`src/rtl/pwm_bank_pkg.sv`:
```
package pwm_bank_pkg;

  localparam int VAL_W   = 16;
  localparam int SEL_W   = 4;
  localparam int POL_POS = 9;

  // Write strobes from the register decoder to one channel datapath
  typedef struct packed {
    logic wrMode;
    logic wrDuty;
    logic wrDutyUpd;
    logic wrPeriod;
    logic wrPeriodUpd;
  } chanStb_t;

  // Register contents one channel exposes for readback
  typedef struct packed {
    logic [SEL_W-1:0] preSel;
    logic             pol;
    logic [VAL_W-1:0] dutyAct;
    logic [VAL_W-1:0] dutyShd;
    logic [VAL_W-1:0] perAct;
    logic [VAL_W-1:0] perShd;
  } chanView_t;

endpackage

```
`src/rtl/pwm_bank_regs.sv`:
```
module pwm_bank_regs
  import pwm_bank_pkg::*;
#(
  parameter int NUM_CH = 4,
  parameter int ADDR_W = 10,
  parameter int DATA_W = 32
) (
  input  logic              clk,
  input  logic              rstN,
  input  logic              busWrEn,
  input  logic              busRdEn,
  input  logic [ADDR_W-1:0] busAddr,
  input  logic [DATA_W-1:0] busWrData,
  output logic [DATA_W-1:0] busRdData,
  input  chanView_t         views [NUM_CH],
  output chanStb_t          stb   [NUM_CH],
  output logic [NUM_CH-1:0] chanEn
);

  localparam int GLB_SET    = 'h04;
  localparam int GLB_CLR    = 'h08;
  localparam int GLB_STAT   = 'h0C;
  localparam int CH_BASE    = 'h200;
  localparam int CH_STRIDE  = 'h20;
  localparam int CH_END     = CH_BASE + NUM_CH * CH_STRIDE;
  localparam int STRIDE_LOG = $clog2(CH_STRIDE);
  localparam int CH_IDX_W   = (NUM_CH > 1) ? $clog2(NUM_CH) : 1;

  localparam logic [STRIDE_LOG-1:0] OFF_MODE    = STRIDE_LOG'('h00);
  localparam logic [STRIDE_LOG-1:0] OFF_DUTY    = STRIDE_LOG'('h04);
  localparam logic [STRIDE_LOG-1:0] OFF_DUTYUPD = STRIDE_LOG'('h08);
  localparam logic [STRIDE_LOG-1:0] OFF_PER     = STRIDE_LOG'('h0C);
  localparam logic [STRIDE_LOG-1:0] OFF_PERUPD  = STRIDE_LOG'('h10);

  logic [ADDR_W-1:0]     relAddr;
  logic                  inWin;
  logic [CH_IDX_W-1:0]   chIdx;
  logic [STRIDE_LOG-1:0] regOff;
  logic                  offKnown;
  logic                  isSet, isClr, isStat, anyHit;
  logic [NUM_CH-1:0]     enMask;
  chanView_t             selView;

  // Address decode
  assign relAddr  = busAddr - ADDR_W'(CH_BASE);
  assign inWin    = (busAddr >= ADDR_W'(CH_BASE)) && (busAddr < ADDR_W'(CH_END));
  assign chIdx    = relAddr[STRIDE_LOG +: CH_IDX_W];
  assign regOff   = relAddr[STRIDE_LOG-1:0];
  assign offKnown = (regOff == OFF_MODE) || (regOff == OFF_DUTY) ||
                    (regOff == OFF_DUTYUPD) || (regOff == OFF_PER) ||
                    (regOff == OFF_PERUPD);
  assign isSet    = (busAddr == ADDR_W'(GLB_SET));
  assign isClr    = (busAddr == ADDR_W'(GLB_CLR));
  assign isStat   = (busAddr == ADDR_W'(GLB_STAT));
  assign anyHit   = isSet || isClr || isStat || (inWin && offKnown);

  // Channel run mask: write-one-to-set and write-one-to-clear
  always_ff @(posedge clk) begin
    if (!rstN) begin
      enMask <= '0;
    end else if (busWrEn && isSet) begin
      enMask <= enMask | busWrData[NUM_CH-1:0];
    end else if (busWrEn && isClr) begin
      enMask <= enMask & ~busWrData[NUM_CH-1:0];
    end
  end

  assign chanEn = enMask;

  // Per-channel write strobes; direct duty/period writes only when stopped
  for (genvar c = 0; c < NUM_CH; c++) begin : g_stb
    logic hitC;
    assign hitC = busWrEn && inWin && (chIdx == CH_IDX_W'(c));
    assign stb[c] = '{
      wrMode:      hitC && (regOff == OFF_MODE),
      wrDuty:      hitC && (regOff == OFF_DUTY) && !enMask[c],
      wrDutyUpd:   hitC && (regOff == OFF_DUTYUPD),
      wrPeriod:    hitC && (regOff == OFF_PER) && !enMask[c],
      wrPeriodUpd: hitC && (regOff == OFF_PERUPD)
    };
  end

  // Readback
  always_comb begin
    selView = '0;
    for (int c = 0; c < NUM_CH; c++) begin
      if (chIdx == CH_IDX_W'(c)) selView = views[c];
    end
  end

  always_comb begin
    busRdData = '0;
    if (busRdEn) begin
      if (isStat) begin
        busRdData = DATA_W'(enMask);
      end else if (inWin) begin
        case (regOff)
          OFF_MODE: begin
            busRdData[SEL_W-1:0] = selView.preSel;
            busRdData[POL_POS]   = selView.pol;
          end
          OFF_DUTY:    busRdData = DATA_W'(selView.dutyAct);
          OFF_DUTYUPD: busRdData = DATA_W'(selView.dutyShd);
          OFF_PER:     busRdData = DATA_W'(selView.perAct);
          OFF_PERUPD:  busRdData = DATA_W'(selView.perShd);
          default:     busRdData = '0;
        endcase
      end
    end
  end

  AST_SET_STARTS: assert property (@(posedge clk) disable iff (!rstN)
    (busWrEn && isSet) |=> ((chanEn & $past(busWrData[NUM_CH-1:0])) == $past(busWrData[NUM_CH-1:0])));

  AST_CLR_STOPS: assert property (@(posedge clk) disable iff (!rstN)
    (busWrEn && isClr) |=> ((chanEn & $past(busWrData[NUM_CH-1:0])) == '0));

  AST_UNMAPPED_WRITE_INERT: assert property (@(posedge clk) disable iff (!rstN)
    (busWrEn && !anyHit) |=> $stable(chanEn));

endmodule

```
`src/rtl/pwm_bank_chan.sv`:
```
module pwm_bank_chan
  import pwm_bank_pkg::*;
#(
  parameter int PRE_MAX = 10
) (
  input  logic             clk,
  input  logic             rstN,
  input  logic             en,
  input  chanStb_t         stb,
  input  logic [VAL_W-1:0] wrVal,
  input  logic [SEL_W-1:0] wrSel,
  input  logic             wrPol,
  output chanView_t        view,
  output logic             pwmOut
);

  localparam int PRE_W = (PRE_MAX > 0) ? PRE_MAX : 1;

  logic [SEL_W-1:0] preSel, effSel;
  logic             pol;
  logic [VAL_W-1:0] dutyAct, dutyShd, perAct, perShd, cnt;
  logic             pendDuty, pendPer;
  logic [PRE_W-1:0] preCnt, preMask;
  logic             tick, wrapNow;
  logic [VAL_W:0]   nextCnt;

  // Divider: clamp select, tick when the low p bits of the free counter are all ones
  assign effSel  = (preSel > SEL_W'(PRE_MAX)) ? SEL_W'(PRE_MAX) : preSel;
  assign preMask = ~({PRE_W{1'b1}} << effSel);
  assign tick    = en && ((preCnt & preMask) == preMask);
  assign nextCnt = {1'b0, cnt} + 1'b1;
  assign wrapNow = tick && (nextCnt >= {1'b0, perAct});

  always_ff @(posedge clk) begin
    if (!rstN) begin
      preSel <= '0;
      pol    <= 1'b0;
    end else if (stb.wrMode) begin
      preSel <= wrSel;
      pol    <= wrPol;
    end
  end

  // Divider and period counter
  always_ff @(posedge clk) begin
    if (!rstN || !en) begin
      preCnt <= '0;
      cnt    <= '0;
    end else begin
      preCnt <= preCnt + 1'b1;
      if (tick) cnt <= wrapNow ? '0 : nextCnt[VAL_W-1:0];
    end
  end

  // Active duty: staged copy at wrap, direct write while stopped
  always_ff @(posedge clk) begin
    if (!rstN) begin
      dutyAct  <= '0;
      dutyShd  <= '0;
      pendDuty <= 1'b0;
    end else begin
      if (wrapNow && pendDuty) begin
        dutyAct  <= dutyShd;
        pendDuty <= 1'b0;
      end else if (stb.wrDuty) begin
        dutyAct <= wrVal;
      end
      if (stb.wrDutyUpd) begin
        dutyShd  <= wrVal;
        pendDuty <= 1'b1;
      end
    end
  end

  // Active period: same rule
  always_ff @(posedge clk) begin
    if (!rstN) begin
      perAct  <= '0;
      perShd  <= '0;
      pendPer <= 1'b0;
    end else begin
      if (wrapNow && pendPer) begin
        perAct  <= perShd;
        pendPer <= 1'b0;
      end else if (stb.wrPeriod) begin
        perAct <= wrVal;
      end
      if (stb.wrPeriodUpd) begin
        perShd  <= wrVal;
        pendPer <= 1'b1;
      end
    end
  end

  assign pwmOut = (en && (cnt < dutyAct)) ^ pol;

  assign view = '{preSel: preSel, pol: pol, dutyAct: dutyAct, dutyShd: dutyShd,
                  perAct: perAct, perShd: perShd};

  AST_CNT_IN_RANGE: assert property (@(posedge clk) disable iff (!rstN)
    (en && (perAct != '0)) |-> (cnt < perAct));

  AST_IDLE_CNT_ZERO: assert property (@(posedge clk) disable iff (!rstN)
    !en |=> (cnt == '0));

  AST_DUTY_HELD_RUNNING: assert property (@(posedge clk) disable iff (!rstN)
    (en && !wrapNow) |=> $stable(dutyAct));

  AST_PERIOD_HELD_RUNNING: assert property (@(posedge clk) disable iff (!rstN)
    (en && !wrapNow) |=> $stable(perAct));

endmodule

```
`src/rtl/pwm_bank.sv`:
```
module pwm_bank
  import pwm_bank_pkg::*;
#(
  parameter int NUM_CH  = 4,
  parameter int ADDR_W  = 10,
  parameter int DATA_W  = 32,
  parameter int PRE_MAX = 10
) (
  input  logic              clk,
  input  logic              rstN,
  input  logic              busWrEn,
  input  logic              busRdEn,
  input  logic [ADDR_W-1:0] busAddr,
  input  logic [DATA_W-1:0] busWrData,
  output logic [DATA_W-1:0] busRdData,
  output logic [NUM_CH-1:0] pwmOut
);

  chanView_t         views [NUM_CH];
  chanStb_t          stb   [NUM_CH];
  logic [NUM_CH-1:0] chanEn;

  pwm_bank_regs #(
    .NUM_CH(NUM_CH), .ADDR_W(ADDR_W), .DATA_W(DATA_W)
  ) u_regs (
    .clk(clk), .rstN(rstN),
    .busWrEn(busWrEn), .busRdEn(busRdEn), .busAddr(busAddr),
    .busWrData(busWrData), .busRdData(busRdData),
    .views(views), .stb(stb), .chanEn(chanEn)
  );

  for (genvar c = 0; c < NUM_CH; c++) begin : g_chan
    pwm_bank_chan #(.PRE_MAX(PRE_MAX)) u_chan (
      .clk(clk), .rstN(rstN), .en(chanEn[c]), .stb(stb[c]),
      .wrVal(busWrData[VAL_W-1:0]), .wrSel(busWrData[SEL_W-1:0]),
      .wrPol(busWrData[POL_POS]),
      .view(views[c]), .pwmOut(pwmOut[c])
    );
  end

endmodule

```
`config.mk`:
```
export PLATFORM = sky130hd
export DESIGN_NAME = pwm_bank
export DESIGN_NICKNAME = d
export VERILOG_FILES = /design/src/rtl/pwm_bank_pkg.sv /design/src/rtl/pwm_bank_regs.sv /design/src/rtl/pwm_bank_chan.sv /design/src/rtl/pwm_bank.sv
export SDC_FILE = /design/constraint.sdc
export NUM_CORES = 1
export LEC_CHECK = 0
export ABC_CLOCK_PERIOD_IN_PS = 4100
export CORE_MARGIN = 8
export CORE_UTILIZATION = 50
export CTS_CLUSTER_DIAMETER = 200
export CTS_CLUSTER_SIZE = 16
export DETAILED_ROUTE_END_ITERATION = 10
export PLACE_DENSITY_LB_ADDON = 0.3
export RECOVER_POWER = 100
export SLEW_MARGIN = 30
export SYNTH_ARGS = -nofsm -noshare
export SYNTH_HDL_FRONTEND = slang
export SYNTH_HIERARCHICAL = 1
export SYNTH_SLANG_ARGS = --single-unit
export TNS_END_PERCENT = 5
```
`constraint.sdc`:
```
create_clock -name clk -period 4.1 [get_ports clk]
set_input_delay 0.82 -clock clk [delete_from_list [all_inputs] [get_ports clk]]
set_output_delay 0.82 -clock clk [all_outputs]
set_load 0.02 [all_outputs]
```
# Word-level counts from Yosys, hierarchy flattened

Index checks and enable logic that the tools add are counted.

Word-level logic and storage cells: 234
Bits in registers: 392
Input bits: 46
Output and inout port bits: 36

Bitwise logic cells: 15
Shifts and indexed selects: 4
Equal/unequal tests: 14
Reductions and logical operators: 84
Mux-type cells: 53
$add $sub $neg: 9
Magnitude comparators: 14

Operator list:

| cell                                                                 | count |
|---|---|
| 16-bit two-way mux                                                   | 20 |
| 69-bit two-way mux                                                   | 4 |
| 32-bit two-way mux                                                   | 3 |
| 16-bit by 1-bit adder with 17-bit output (second input constant)     | 4 |
| 17-bit by 16-bit greater-or-equal comparator with 1-bit output       | 4 |
| 16-bit < comparator                                                  | 4 |
| 1-bit logical AND                                                    | 56 |
| 10-bit by 1-bit adder with 10-bit output (second input constant)     | 4 |
| 10-bit bitwise AND                                                   | 4 |
| 10-bit == test                                                       | 4 |
| 10-bit NOT                                                           | 4 |
| 10-bit by 4-bit left shift with 10-bit output (first input constant) | 4 |
| 2-bit nonzero test                                                   | 17 |
| 4-bit two-way mux                                                    | 6 |
| 6-bit case mux with 4 select lines                                   | 1 |
| 10-bit by 4-bit == test with 1-bit output (second input constant)    | 2 |
| 4-bit case mux with 5 select lines                                   | 1 |
| 5-bit case mux with 4 select lines                                   | 1 |
| 4-bit greater-than comparator (second input constant)                | 4 |
| 1-bit two-way mux                                                    | 16 |
| 10-bit by 3-bit == test with 1-bit output (second input constant)    | 1 |
| 5-bit by 4-bit == test with 1-bit output (second input constant)     | 2 |
| 10-bit greater-or-equal comparator (second input constant)           | 1 |
| 10-bit < comparator (second input constant)                          | 1 |
| other kinds (14)                                                     | 25 |

# Depth between registers and ports, before layout

Word-level depth: 11
Depth in mapped cells: 16
Mapped depth without buffers: 13

# By module

Netlist, hierarchy kept.

Modules (own cells, without submodules):

| module                                | area each (sq um) | seq. area each (sq um) | cells an instance | instances |
|---|---|---|---|---|
| pwm_bank_chan at g_chan[0].u_chan ... | 5191.2            | 1941.9                 | 563               | 3 |
| pwm_bank_chan at g_chan[1].u_chan     | 5157.4            | 1941.9                 | 560               | 1 |
| pwm_bank_regs                         | 2981.6            | 80.1                   | 330               | 1 |

# Least setup slack after synthesis

No wires, ideal clock.

Path kind: reg-to-reg
From: register g_chan[1].u_chan.cnt[0]
To: register g_chan[1].u_chan.perAct[3]
Period minus slack after synthesis: 3.551 ns
Slack: 0.549 ns
Data arrival time: 3.429 ns
Stages on the path, launching flop included: 16
Setup time: 0.122 ns
Path buffers: 3
Cell sequence: dfxtp_1 > ha_1 > and2_1 > and2_1 > clkbuf_1 > nand2_1 > nor2_1 > xnor2_1 > ha_1 > nand3_1 > or4_1 > o32a_1 > and4_4 > buf_6 > buf_6 > o311a_1

Word-level cells in the longest chain between the ends: 5
Elaborated cells on any way between the ends: 6

RTL lines:

| item                                                             | RTL line            | source |
|---|---|---|
| from (decl)                                                      | pwm_bank_chan.sv:21 | `logic [VAL_W-1:0] dutyAct, dutyShd, perAct, perShd, cnt;` |
| from (signal assigned)                                           | pwm_bank_chan.sv:51 | `if (tick) cnt <= wrapNow ? '0 : nextCnt[VAL_W-1:0];` |
| 16-bit by 1-bit adder with 17-bit output *                       | pwm_bank_chan.sv:31 | `assign nextCnt = {1'b0, cnt} + 1'b1;` |
| 17-bit by 16-bit greater-or-equal comparator with 1-bit output * | pwm_bank_chan.sv:32 | `assign wrapNow = tick && (nextCnt >= {1'b0, perAct});` |
| 1-bit logical AND *                                              | pwm_bank_chan.sv:32 |  |
| 1-bit logical AND *                                              | pwm_bank_chan.sv:82 | `if (wrapNow && pendPer) begin` |
| 16-bit two-way mux / 2-bit nonzero test (equally long branches)  | -                   |  |
| to (signal assigned)                                             | pwm_bank_chan.sv:83 | `perAct <= perShd;` |
| to (signal assigned)                                             | pwm_bank_chan.sv:86 | `perAct <= wrVal;` |
| to (decl)                                                        | pwm_bank_chan.sv:21 |  |

Mark *: on every way between the ends. The rest lies on a longest branch, timed or not.
A chain may end at the register's enable or synchronous reset.

# Worst setup path in the final report

From: input busAddr[8]
To: output busRdData[12]

Word-level cells in the longest chain between the ends: 5
Elaborated cells on any way between the ends: 7

RTL lines:

| item                                                                             | RTL line            | source |
|---|---|---|
| from (decl)                                                                      | pwm_bank.sv:13      | `input logic [ADDR_W-1:0] busAddr,` |
| 10-bit greater-or-equal comparator / 10-bit < comparator (equally long branches) | pwm_bank_regs.sv:46 | `assign inWin = (busAddr >= ADDR_W'(CH_BASE)) && (busAddr < ADDR_W'(CH_END));` |
| 1-bit logical AND                                                                | pwm_bank_regs.sv:46 |  |
| 32-bit two-way mux                                                               | pwm_bank_regs.sv:96 | `end else if (inWin) begin` |
| 32-bit two-way mux *                                                             | pwm_bank_regs.sv:94 | `if (isStat) begin` |
| 32-bit two-way mux *                                                             | pwm_bank_regs.sv:93 | `if (busRdEn) begin` |
| to (decl)                                                                        | pwm_bank.sv:15      | `output logic [DATA_W-1:0] busRdData,` |

Marked as above.

==> summary.txt <==
Power
  – Power per cell area: around 260 nW/µm²
  – P_leak: approximately 0.0092 µW
  – Peak supply drop: roughly 0.32 mV

Logic synthesis
  – Synth unique cells: 68
  – Cells after synthesis: roughly 2600
  – Combinational family with the most area after synthesis: compound AO/OA/AOI/OAI gates
  – Yosys reg bits: ~390
  – Synth Area in Compound Gates: about a fifth
  – Top FF cell, synth: dfxtp_1
  – Synth Area in Adders: between 6 and 7%
  – Seq/Total Area, Yosys: 33.09%
  – Number of synthesized flops with an enable pin: 0
  – FFs w/ async S/R, synth: 0%
  – Simple-gate share of the synthesized area: 17.20%
  – Synth Warn #: 6
  – XOR/XNOR Fraction of Synth Area: between 3 and 4%
  – Cell area after synthesis: 23710 µm²
  – Post-Syn Area per Cell: 9.195 µm²
  – Mux cell area share after synthesis: between 10 and 15%

Floorplan
  – Full die area: between 50000 and 60000 µm²
  – Core ar.: between 40000 and 50000 µm²
  – Chip width: approximately 230 µm
  – Die Y: 233.8 µm
  – Ports: a little over 80
  – Initial core utilization: about half
  – Row count: 80

Critical path
  – CP Capture Type: output pin
  – Max FO, Critical Path: 6
  – CP required: 3.28 ns
  – Cell depth of the worst flop-to-flop path: 13
  – CP startpoint: busAddr[8]
  – Startpoint types: primary input
  – Reg-to-reg endpoint: g_chan[1].u_chan/perAct[15]
  – Reg2Reg Setup Slack: approximately 0.26 ns
  – R2R Path Start: g_chan[1].u_chan/cnt[1]
  – WS Path Type: in -> out
  – Critical Path AT: 3.26 ns

Timing
  – Final hold slack: between 0.4 and 0.5 ns
  – RSZ-0062 raised after global routing: no
  – Final min period: roughly 4 ns
  – Worst Skew: approximately 0.02 ns
  – Pin slew with the least headroom to its limit: ~2.3 ns
  – Final setup fails: 0
  – Hold Fails Final Rpt: 0
  – Fmax: approximately 250 MHz
  – Slew HR: -54.31%
  – Setup TNS: 0 ns
  – Tcrit/Tclk final: approximately 99%
  – Final slew viol count: 55

Route
  – Starting DRT DRC Count: about 2600
  – Drt drc: 0
  – Drt first pass iters: 5
  – Final ANT Viol Nets: 0
  – Avg Vias per Cell: 6.525
  – Via count: about 21000
  – Routed wire length: slightly above 80 mm
  – Wire per inst: between 20 and 30 µm

Clock tree
  – H-tree depth: 1
  – Clock slew at reported path FFs: approximately 0.070 ns
  – Clk_lat worst skew: between 0.5 and 0.6 ns
  – CTS tree: done
  – Cts hold-fix bufs: 0
  – Max Root-Sink Buffers: 3
  – Root Buffer: clkbuf_16
  – CTS sink cnt: approximately 390
  – TritonCTS Buffers: 28

Hold path
  – Worst hold start: g_chan[1].u_chan/pendDuty
  – Worst hold stages: 2
  – WHS Endpoint: g_chan[1].u_chan/pendDuty
  – Hold Path Class: reg -> reg

Finish
  – Final instance area: around 26000 µm²
  – Fillers: 4312
  – P&R area growth vs syn: 8.542%
  – Finished Layout Cells: about 3200
  – Nets: 2773
  – Share of cells above drive strength 1: roughly 11%
  – Final core occ: a little over half

Run status
  – Violated checks: max-capacitance violations, max-slew violations
  – Status: finished, violations left

GRT
  – GRT overflow: 0
  – First-pass GRT wire length: between 100 and 150 mm
  – Vias in the first global route: between 15000 and 20000
  – Largest net degree at the start of global routing: roughly 140
  – Antenna violations before repair: 2
  – GRT Total Usage: around 29%

Run
  – # Max-Cap Violations: 2

Place
  – Detailed placement HPWL: between 60 and 70 mm
  – Placed Instance Area: ~25000 µm²
  – Routability cong.: roughly 0.98
  – Placed insts: 3179
  – Port bufs: about 50
[power by group]
| group | leakage, µW | switching (µW) | internal (µW) |
|---|---|---|---|
| combinational | 0.00570 | 226 | 114 |
| clock | 0.000362 | 1380 | 1250 |
| sequential | 0.00316 | 1.42 | 3800 |
| total | 0.00922 | 1600 | 5160 |
[cell families (layout without fill, tap and decap cells)]
kind of cell               Yosys count  after routing
and+or+nand+nor                    781            782
AOI/OAI and AO/OA                  594            594
DFF                                392            392
buffers and inverters              365            365
muxes                              226            226
adders and majority gates          132            132
xor gates and xnor gates            88             88
other                                1             18
[layer usage]
layer,global-route usage (%),wire [µm],vias to the layer above
li1,-,-,9612
met1,40.17,34660,10260
met2,46.01,36180,947
met3,3.726,7398,137
met4,11.74,3804,0
met5,0,0,-
[synthesized netlist by cell type (43+ instances only)]
library cell | count | area, µm²
a21oi_1 | 54 | 270.3
a22o_1 | 61 | 534.3
clkbuf_1 | 123 | 461.7
dfxtp_1 | 392 | 7848
ha_1 | 132 | 1652
inv_1 | 158 | 593.1
mux2i_1 | 173 | 1732
mux4_2 | 49 | 1104
nand2_1 | 195 | 732.0
nand3_1 | 83 | 415.4
nand4_1 | 47 | 294.0
nor2_1 | 117 | 439.2
nor2b_1 | 187 | 1170
o21ai_0 | 51 | 255.2
o221ai_1 | 110 | 963.4
o311a_1 | 128 | 1281
xnor2_1 | 45 | 394.1
xor2_1 | 43 | 376.6
[sequential cells by signal (all words and copies together) (netlist names), named ones only]
| name | cells |
|---|---|
| g_chan.u_chan/cnt | 64 |
| g_chan.u_chan/dutyAct | 64 |
| g_chan.u_chan/dutyShd | 64 |
| g_chan.u_chan/pendDuty | 4 |
| g_chan.u_chan/pendPer | 4 |
| g_chan.u_chan/perAct | 64 |
| g_chan.u_chan/perShd | 64 |
| g_chan.u_chan/pol | 4 |
| g_chan.u_chan/preCnt | 40 |
| g_chan.u_chan/preSel | 16 |
[critical path: stages]
cell and delay [ns]:
dlygate4sd3_1 0.55, or3b_1 0.45, or4_4 0.62, buf_4 0.19, a31oi_1 0.25, clkbuf_2 0.22, buf_4 0.15
[worst max-delay path by stage]
stage	endpoint	cells after the start
2_1_floorplan	g_chan[1].u_chan/perAct[3]	15
6_report	busRdData[12]	7
5_1_grt	busRdData[12]	7
3_5_place_dp	busRdData[15]	10
3_3_place_gp	busRdData[15]	10
4_1_cts	busRdData[13]	8
[per-stage QoR]
stage               total power (µW)  setup slack, ns
floorplan                       4073           0.5488
global placement                4226          -0.5226
detailed placement              4224          -0.5341
CTS                             6786          -0.1061
global route                    6951          0.01312
finish                          6766          0.02461
[cell usage in the layout (no fill, tap or decap), types with 20 or more instances in the layout]
master,instances
a21o_1,26
a21oi_1,54
a22o_1,61
and3_1,32
buf_4,105
clkbuf_16,29
dfxtp_1,391
ha_1,131
inv_1,152
mux2i_1,173
mux4_2,49
nand2_1,195
nand3_1,83
nand4_1,47
nor2_1,112
nor2b_1,187
nor3_1,20
o21ai_0,49
o221ai_1,124
o22ai_1,32
o311a_1,128
xnor2_1,45
xor2_1,43
[timing repair]
action | CTS | global route
pin swaps | 6 | 5
endpoints found under the setup margin | 20 | 45
buffers inserted | 0 | 0
gates resized for setup | 49 | 28
cloned | 0 | 1
[final cells by class]
class | count | area, µm² | area share [%]
Sequential cell | 392 | 7849 | 30.49
Clock inverter | 1 | 8.758 | 0.03403
Multi-Input combinational cell | 1838 | 14350 | 55.75
Clock buffer | 29 | 725.7 | 2.820
Inverter | 158 | 593.1 | 2.304
Tap cell | 615 | 769.5 | 2.990
Antenna cell | 2 | 5.005 | 0.01944
Timing Repair Buffer | 177 | 1438 | 5.586
No activity file was read; power rests on OpenSTA's default activity.
